<file path="config.mk">
export PLATFORM = sky130hd
export DESIGN_NAME = digipot_wiper_ctrl
export DESIGN_NICKNAME = d
export VERILOG_FILES = /design/src/rtl/digipot_wiper_ctrl.sv
export SDC_FILE = /design/constraint.sdc
export NUM_CORES = 1
export LEC_CHECK = 0
export BUFFER_PORTS_ARGS = -buffer_cell sky130_fd_sc_hd__buf_2
export CAP_MARGIN = 20
export CELL_PAD_IN_SITES_DETAIL_PLACEMENT = 2
export CELL_PAD_IN_SITES_GLOBAL_PLACEMENT = 2
export CORE_UTILIZATION = 42
export CTS_BUF_LIST = sky130_fd_sc_hd__clkbuf_4
export CTS_CLUSTER_SIZE = 20
export DETAILED_ROUTE_END_ITERATION = 10
export PLACE_DENSITY_LB_ADDON = 0.1
export SKIP_CTS_REPAIR_TIMING = 1
export SYNTH_ARGS = -nofsm -noshare
export SYNTH_HDL_FRONTEND = slang
export SYNTH_SLANG_ARGS = --single-unit
</file>
<file path="constraint.sdc">
create_clock -name clk -period 9.8 [get_ports clk]
set_input_delay 0.49 -clock clk [delete_from_list [all_inputs] [get_ports clk]]
set_output_delay 0.49 -clock clk [all_outputs]
set_load 0.05 [all_outputs]
</file>
<file path="src/rtl/digipot_wiper_ctrl.sv">
module digipot_wiper_ctrl #(
  parameter int CODE_W        = 8,
  parameter int SETTLE_CYCLES = 16,
  parameter int DIV_SPAN      = 5000,
  localparam int DIV_W = $clog2(DIV_SPAN + 1),
  localparam int CNT_W = $clog2(CODE_W + 1),
  localparam int STL_W = $clog2(SETTLE_CYCLES + 1)
) (
  input  logic              clk,
  input  logic              rst_n,
  input  logic              ser_sel_n,
  input  logic              ser_clk,
  input  logic              ser_din,
  output logic [CODE_W-1:0] wiper_code,
  output logic [CODE_W-1:0] wiper_comp,
  output logic [DIV_W-1:0]  div_level,
  output logic              upd_pulse,
  output logic              settle_busy
);

  localparam logic [CODE_W-1:0] MID_CODE  = CODE_W'(1) << (CODE_W - 1);
  localparam logic [CNT_W-1:0]  FULL_CNT  = CNT_W'(CODE_W);
  localparam logic [STL_W-1:0]  STL_LOAD  = STL_W'(SETTLE_CYCLES);
  localparam int                PROD_W    = CODE_W + DIV_W;

  logic [2:0] sel_sr, sclk_sr;
  logic [1:0] din_sr;
  logic [CODE_W-1:0] shift_q;
  logic [CNT_W-1:0]  bits_q;
  logic [STL_W-1:0]  stl_q;
  logic [PROD_W-1:0] prod;

  wire sel_fall  = sel_sr[2] & ~sel_sr[1];
  wire sel_rise  = ~sel_sr[2] & sel_sr[1];
  wire sclk_rise = ~sclk_sr[2] & sclk_sr[1];
  wire commit    = sel_rise && (bits_q == FULL_CNT);
  wire changes   = commit && (shift_q != wiper_code);

  always_ff @(posedge clk or negedge rst_n) begin
    if (!rst_n) begin
      sel_sr  <= 3'b111;
      sclk_sr <= 3'b000;
      din_sr  <= 2'b00;
    end else begin
      sel_sr  <= {sel_sr[1:0], ser_sel_n};
      sclk_sr <= {sclk_sr[1:0], ser_clk};
      din_sr  <= {din_sr[0], ser_din};
    end
  end

  always_ff @(posedge clk or negedge rst_n) begin
    if (!rst_n) begin
      shift_q <= '0;
      bits_q  <= '0;
    end else if (sel_fall) begin
      bits_q <= '0;
    end else if (!sel_sr[1] && sclk_rise) begin
      shift_q <= {shift_q[CODE_W-2:0], din_sr[1]};
      if (bits_q != FULL_CNT) bits_q <= bits_q + 1'b1;
    end
  end

  always_ff @(posedge clk or negedge rst_n) begin
    if (!rst_n) begin
      wiper_code <= MID_CODE;
      upd_pulse  <= 1'b0;
      stl_q      <= '0;
    end else begin
      upd_pulse <= changes;
      if (commit) wiper_code <= shift_q;
      if (changes) stl_q <= STL_LOAD;
      else if (stl_q != '0) stl_q <= stl_q - 1'b1;
    end
  end

  assign wiper_comp  = ~wiper_code;
  assign prod        = PROD_W'(wiper_code) * PROD_W'(DIV_SPAN);
  assign div_level   = prod[CODE_W +: DIV_W];
  assign settle_busy = (stl_q != '0);

  AST_RESET_MID: assert property (@(posedge clk) disable iff (!rst_n)
    !$past(rst_n) |-> (wiper_code == MID_CODE && !upd_pulse && !settle_busy));
  AST_HOLD_IN_FRAME: assert property (@(posedge clk) disable iff (!rst_n)
    !sel_sr[1] |=> $stable(wiper_code));
  AST_SHORT_DROP: assert property (@(posedge clk) disable iff (!rst_n)
    (sel_rise && bits_q != FULL_CNT) |=> $stable(wiper_code));
  AST_SUM_FULL: assert property (@(posedge clk) disable iff (!rst_n)
    (CODE_W + 1)'(wiper_code) + (CODE_W + 1)'(wiper_comp) == (CODE_W + 1)'((1 << CODE_W) - 1));
  AST_STROBE_ON_CHANGE: assert property (@(posedge clk) disable iff (!rst_n)
    (wiper_code != $past(wiper_code)) |-> upd_pulse);
  AST_STROBE_ONE_CYCLE: assert property (@(posedge clk) disable iff (!rst_n)
    upd_pulse |=> !upd_pulse);
  AST_BUSY_WITH_STROBE: assert property (@(posedge clk) disable iff (!rst_n)
    upd_pulse |-> settle_busy);

endmodule

</file>
==> results of run 1 <==
## routing by layer
| layer | vias up | share of wire [%] |
|---|---|---|
| met3 | 8 | 2.5 |
| met1 | 894 | 41 |
| met2 | 26 | 55 |
| li1 | 846 | - |
| met4 | 0 | 1.5 |
| met5 | - | 0 |
## final timing paths
path                                 end  slack (ns)  depth (start not counted)
min in group clk               sel_sr[0]        0.25                          1
max reg2reg                     stl_q[2]        7.76                          6
min                            bits_q[1]        0.21                          1
max                        div_level[11]        4.96                         13
min reg2reg                    din_sr[1]        0.36                          0
max in group asynchronous     shift_q[2]        9.10                          1
## registers in the layout, summed over array words and instances (netlist names)
name        count
din_sr          2
shift_q         8
sel_sr          3
stl_q           5
upd_pulse       1
bits_q          4
wiper_code      8
sclk_sr         3
## where the power goes
group | total [W] | switching [W] | internal, W
clock | 0.0000750 | 0.0000453 | 0.0000297
sequential | 0.000186 | 0.0000237 | 0.000163
combinational | 0.0000708 | 0.0000361 | 0.0000347
## metrics by stage
step           hold WS (ns)  setup WS [ns]  utilization [%]  total power (W)
2_1_floorplan         0.194           4.82                -         0.000238
3_3_place_gp          0.338           5.38             49.2         0.000255
3_5_place_dp          0.339           5.29             49.2         0.000262
4_1_cts               0.218           4.89             50.1         0.000339
5_1_grt               0.231           4.68             50.1         0.000351
6_report              0.213           4.96             50.1         0.000332
## synthesized netlist by cell type, types with 2 or more instances
master / n
nor4_1: 3
nand2_1: 15
o21ai_0: 10
a211oi_1: 3
a211o_1: 2
xnor2_1: 10
nor3_1: 2
dfstp_2: 4
inv_1: 35
fa_1: 12
ha_1: 42
nor2_1: 12
nor2b_1: 2
a21oi_1: 7
dfrtp_1: 30
mux2_2: 8
xor2_1: 13
## worst max-delay path: stages, from the launching register on
cell and delay [ns]:
dfrtp_1 0.50, ha_1 0.35, ha_1 0.28, inv_1 0.05, fa_1 0.48, fa_1 0.55, inv_1 0.07, fa_1 0.46
a21oi_1 0.26, o21ai_2 0.13, a2111oi_2 0.35, or3_1 0.16, xnor2_1 0.10, buf_2 0.27
## layout make-up
class	instances	area [sq um]	area share (%)
Clock inverter	2	8.76	0.310
Tap cell	72	90.1	3.18
Timing Repair Buffer	35	175	6.19
Clock buffer	6	45.0	1.59
Sequential cell	34	856	30.3
Multi-Input combinational cell	160	1520	53.8
Inverter	35	131	4.64
## cells by family after synthesis
group	count (synthesis)
buffers and inverters	36
multiplexers	9
AO/OA/AOI/OAI	30
flip-flops	34
adder cells (fa/ha/maj)	54
XOR/XNOR	23
AND/OR/NAND/NOR	44
==> impl_metrics.ini, run 1 <==
[status]
status = finished clean

[yosys]
ys_warn_count = 0
synth_fa_ha_area_share_pct = 30.4
synth_xor_area_share_pct = 8.01
ys_types = 37
synth_seq_cells = 34
ys_seq_area_share_pct = 34.0
syn_avg_cell_area_sq_um = 10.9
muxShareOfSynthArea_pct = 3.98
synthSimpleGateAreaFrac_pct = 10.2
synth-edff-count = 0
synthTopCellsByArea = dfrtp_1 (30%), ha_1 (21%), fa_1 (9.6%)
syn_inst = 230
yosysTopAreaCellShare_pct = 29.9
synth-main-ff-cell = dfrtp_1
synth_area_sq_um = 2510
synth_top_family_by_area = adder cells
synth_compound_area_share_pct = 7.91
synth-async-reset-ratio_pct = 100
synth.net_count = 289
yosysTopAreaCell = dfrtp_1

[cts]
cts_tree = done
cts_inserted_buffers = 5
htree_levels = 2
root_buffer = clkbuf_4
cts.clk_slew.worst_paths_ns = 0.10
clockBufferDepth = 2
cts.sinks = 34
clk-insertion-delay-late_ns = 0.33

[timing]
hold_viol = 0
max_slew_margin_pct = 49.4
min_period_over_period_pct = 49.4
worst_pin_slew_ns = 0.759
layout_min_cycle_time_ns = 4.84
max_freq_mhz = 207
finalSetupTns_ns = 0
rsz0062_at_grt = no
setup_viol = 0
fin_worst_skew_ns = 0.00996
drv_slew = 0

[floorplanning]
coreArea_sq_um = 5640
initial_utilization_pct = 44.6
rows = 27
die-area_sq_um = 6300
io_pins = 36
die_h_um = 79.4
fp.dieW_um = 79.4

[global_route]
grt_pass1_wl_um = 9750
grt_usage_pct = 20.4
grt_max_degree = 35
grt-ovfl-total = 0
grt_antenna_before_repair = 0
grt_pass1_vias = 2018
grt.busiest_layer = met2
grt_use_met3_pct = 3.20
grt_use_met1_pct = 22.8
grt.met2_usage_pct = 39.4

[setup_path]
reg2reg_from = bits_q[0]
worst-setup-path-type = flip-flop to output port
crit_path_max_fanout = 7
cp_data_arrival_time_ns = 4.35
critPathRequiredTime_ns = 9.31
setup.worst_path.start_class = flip-flop
crit_path_start = wiper_code[2]
cp-end-kind = output port

[power_and_ir_drop]
ir_drop_mv = 0.154
p_leak_nw = 1.63
p_per_area_nw_per_um2 = 117

[hold_path]
hp-class = input pin to asynchronous set/reset pin

[drt]
wire_per_inst_um = 16.6
drtAntennaViolNets = 0
viasPerCell = 5.16
drtIter0Drc = 18
drt_drc_violations_left = 0
dr.pass1.iters = 3
totalWireLength_um = 5720
vias = 1774

[placement]
place_inst = 336
placed_area_sq_um = 2780
dp_hpwl_um = 4840
io_buffers = 35
place.gp.congestion = 0.714

[job]
cap_violations = 0

[cells_and_area]
area_growth_pct = 12.5
n_fill_cell = 600
mostFrequentLayoutCells = ha_1 (42), inv_1 (35), buf_2 (35)
finish.net_count = 330
final_cells = 344
drive_above_1_share_pct = 23.9
diodes = 0
final_common_cell = ha_1
final_cell_area_sq_um = 2830
(Power assumes the default switching activity.)
==> run 2: changes to the inputs <==
--- a/config.mk
+++ b/config.mk
@@ -9,7 +9,7 @@
 export CAP_MARGIN = 20
 export CELL_PAD_IN_SITES_DETAIL_PLACEMENT = 2
 export CELL_PAD_IN_SITES_GLOBAL_PLACEMENT = 2
-export CORE_UTILIZATION = 42
+export CORE_UTILIZATION = 35
 export CTS_BUF_LIST = sky130_fd_sc_hd__clkbuf_4
 export CTS_CLUSTER_SIZE = 20
 export DETAILED_ROUTE_END_ITERATION = 10
==> constraint.sdc (replaced) <==
create_clock -name clk -period 4 [get_ports clk]
set_input_delay 0.2 -clock clk [delete_from_list [all_inputs] [get_ports clk]]
set_output_delay 0.2 -clock clk [all_outputs]
set_load 0.05 [all_outputs]
==> run 2 against run 1 <==
  * The flow now finishes with violations (setup timing)
  * Wire length increased by 7.1%
  * Die area up 19%
  * Clock power grew to 2.5 times the previous value
  * Combinational power rose to 2.5 times the previous value
  * Critical path type unchanged
  * Final area rose by 20%
  * Critical path depth grew 2
  * Via count up 6.9%
  * Global-route usage is 4.0 points lower
  * Count of clock-buffer cells in the layout did not move
  * Hold slack improved by 0.15 ns
  * Sequential cell count is the same
  * Highest routed layer unchanged
==> impl_metrics.ini, run 2 (synthesis results as in run 1) <==
[power_and_ir_drop]
p_leak_nw = 1.80
p_per_area_nw_per_um2 = 243
ir_drop_mv = 0.172

[timing]
min_period_over_period_pct = 105
hold_viol = 0
rsz0062_at_grt = yes
max_freq_mhz = 237
max_slew_margin_pct = 48.2
drv_slew = 0
fin_worst_skew_ns = 0.0111
setup_viol = 5
worst_pin_slew_ns = 0.778
worst_slack_ns = -0.218
layout_min_cycle_time_ns = 4.22
timing.hold.ws_ns = 0.361

[setup_path]
setup.worst_path.start_class = flip-flop
cp_data_arrival_time_ns = 4.02
reg2reg_to = stl_q[2]
cp-end-kind = output port
worst-setup-path-type = flip-flop to output port
reg2reg_from = bits_q[0]
reg2reg_depth = 6
critPathRequiredTime_ns = 3.80
rrSetupSlack_ns = 1.94
crit_path_max_fanout = 3

[placement]
place_ws_ns = -0.149
io_buffers = 35
placed_area_sq_um = 3000
dp_hpwl_um = 4460
place_inst = 377
place.gp.congestion = 0.749

[global_route]
grt_pass1_wl_um = 9420
grt_usage_pct = 16.4
grt_antenna_before_repair = 0
grt_pass1_vias = 1961
grt-ovfl-total = 0
grt_max_degree = 35

[drt]
vias = 1896
viasPerCell = 4.79
wire_per_inst_um = 15.5
drtIter0Drc = 36
drtAntennaViolNets = 0
drt_drc_violations_left = 0
dr.pass1.iters = 4
totalWireLength_um = 6130

[hold_path]
hold_start = din_sr[0]
whs_path_depth = 0
hp-class = flip-flop to flip-flop
min_to = din_sr[1]

[cells_and_area]
final_cell_area_sq_um = 3390
mostFrequentLayoutCells = ha_1 (34), inv_1 (30), buf_2 (28)
regArea_sq_um = 868
final_cells = 396
final_common_cell = ha_1
multiInputGateArea_sq_um = 1760
top_regs = shift_q: 8 flops, wiper_code: 8 flops, stl_q: 5 flops
area_growth_pct = 34.6
finish.net_count = 358
diodes = 0
drive_above_1_share_pct = 41.7
n_fill_cell = 715

[job]
cap_violations = 0

[cts]
htree_levels = 2
clk-insertion-delay-late_ns = 0.34
cts_inserted_buffers = 5
clockBufferDepth = 2
root_buffer = clkbuf_4
cts.clk_slew.worst_paths_ns = 0.10
cts.sinks = 34
cts_tree = done

[floorplanning]
initial_utilization_pct = 36.6
die_h_um = 86.8
io_pins = 36
fp.dieW_um = 86.8
coreArea_sq_um = 6870
die-area_sq_um = 7530
rows = 30

[status]
violations = setup timing
status = complete, but fails checks
-- run 2: cell types whose count changed in the layout (fill, tap and decap cells not counted), sizes merged --
cell         delta
buf            +23
dlygate4sd3     +4
clkbuf          +1
-- run 2: routing by layer --
metal  part of all wire [%]  vias to the layer above  global-route usage (%)  wire length, um
met5                      0                        -                       0                0
met3                    2.3                        6                    2.86              142
li1                       -                      907                       -                -
met2                     49                       29                    27.1             3020
met1                     47                      954                    22.3             2910
met4                    1.0                        0                    4.09               61
-- run 2: layout make-up --
cell class              count  share of cell area (%)
well taps                  96                    3.55
multi-input cells         160                    52.0
repair buffers             63                    13.3
clock buffers               6                    1.33
clock inverters             2                   0.296
inverters                  35                    3.88
flip-flops and latches     34                    25.6
-- run 2: worst max-delay path, cell delays in order (launching register included) --
cell and delay, ns:
dfrtp_4 0.52, buf_6 0.13, fa_1 0.50, fa_1 0.43, ha_1 0.31, inv_2 0.04, fa_1 0.50, inv_2 0.06
ha_4 0.16, a21oi_4 0.15, nor2_1 0.07, a211oi_1 0.22, o31a_1 0.27, buf_4 0.14, o21ai_2 0.05, buf_6 0.15
-- run 2: how the worst max path moves through the flow --
stage	from	to	slack, ns	cells past startpoint
6_report	wiper_code[5]	div_level[12]	-0.22	15
5_1_grt	wiper_code[5]	div_level[12]	-0.38	15
4_1_cts	wiper_code[2]	div_level[11]	-0.57	13
3_5_place_dp	wiper_code[2]	div_level[11]	-0.15	13
3_3_place_gp	wiper_code[2]	div_level[11]	-0.07	13
2_1_floorplan	wiper_code[7]	div_level[10]	-0.02	10
-- run 2: power breakdown --
group / switching [W] / internal (W) / total (W)
clock: 0.000115 / 0.0000737 / 0.000189
combinational: 0.0000903 / 0.0000874 / 0.000178
sequential: 0.0000568 / 0.000398 / 0.000455
total: 0.000262 / 0.000559 / 0.000822
-- run 2: through the flow --
step / power [W] / util [%] / setup TNS (ns)
6_report: 0.000822 / 49.3 / -0.754
5_1_grt: 0.000870 / 49.3 / -1.60
4_1_cts: 0.000831 / 44.5 / -2.57
3_5_place_dp: 0.000636 / 43.7 / -0.251
3_3_place_gp: 0.000624 / 43.7 / -0.123
2_1_floorplan: 0.000584 / - / -0.0251
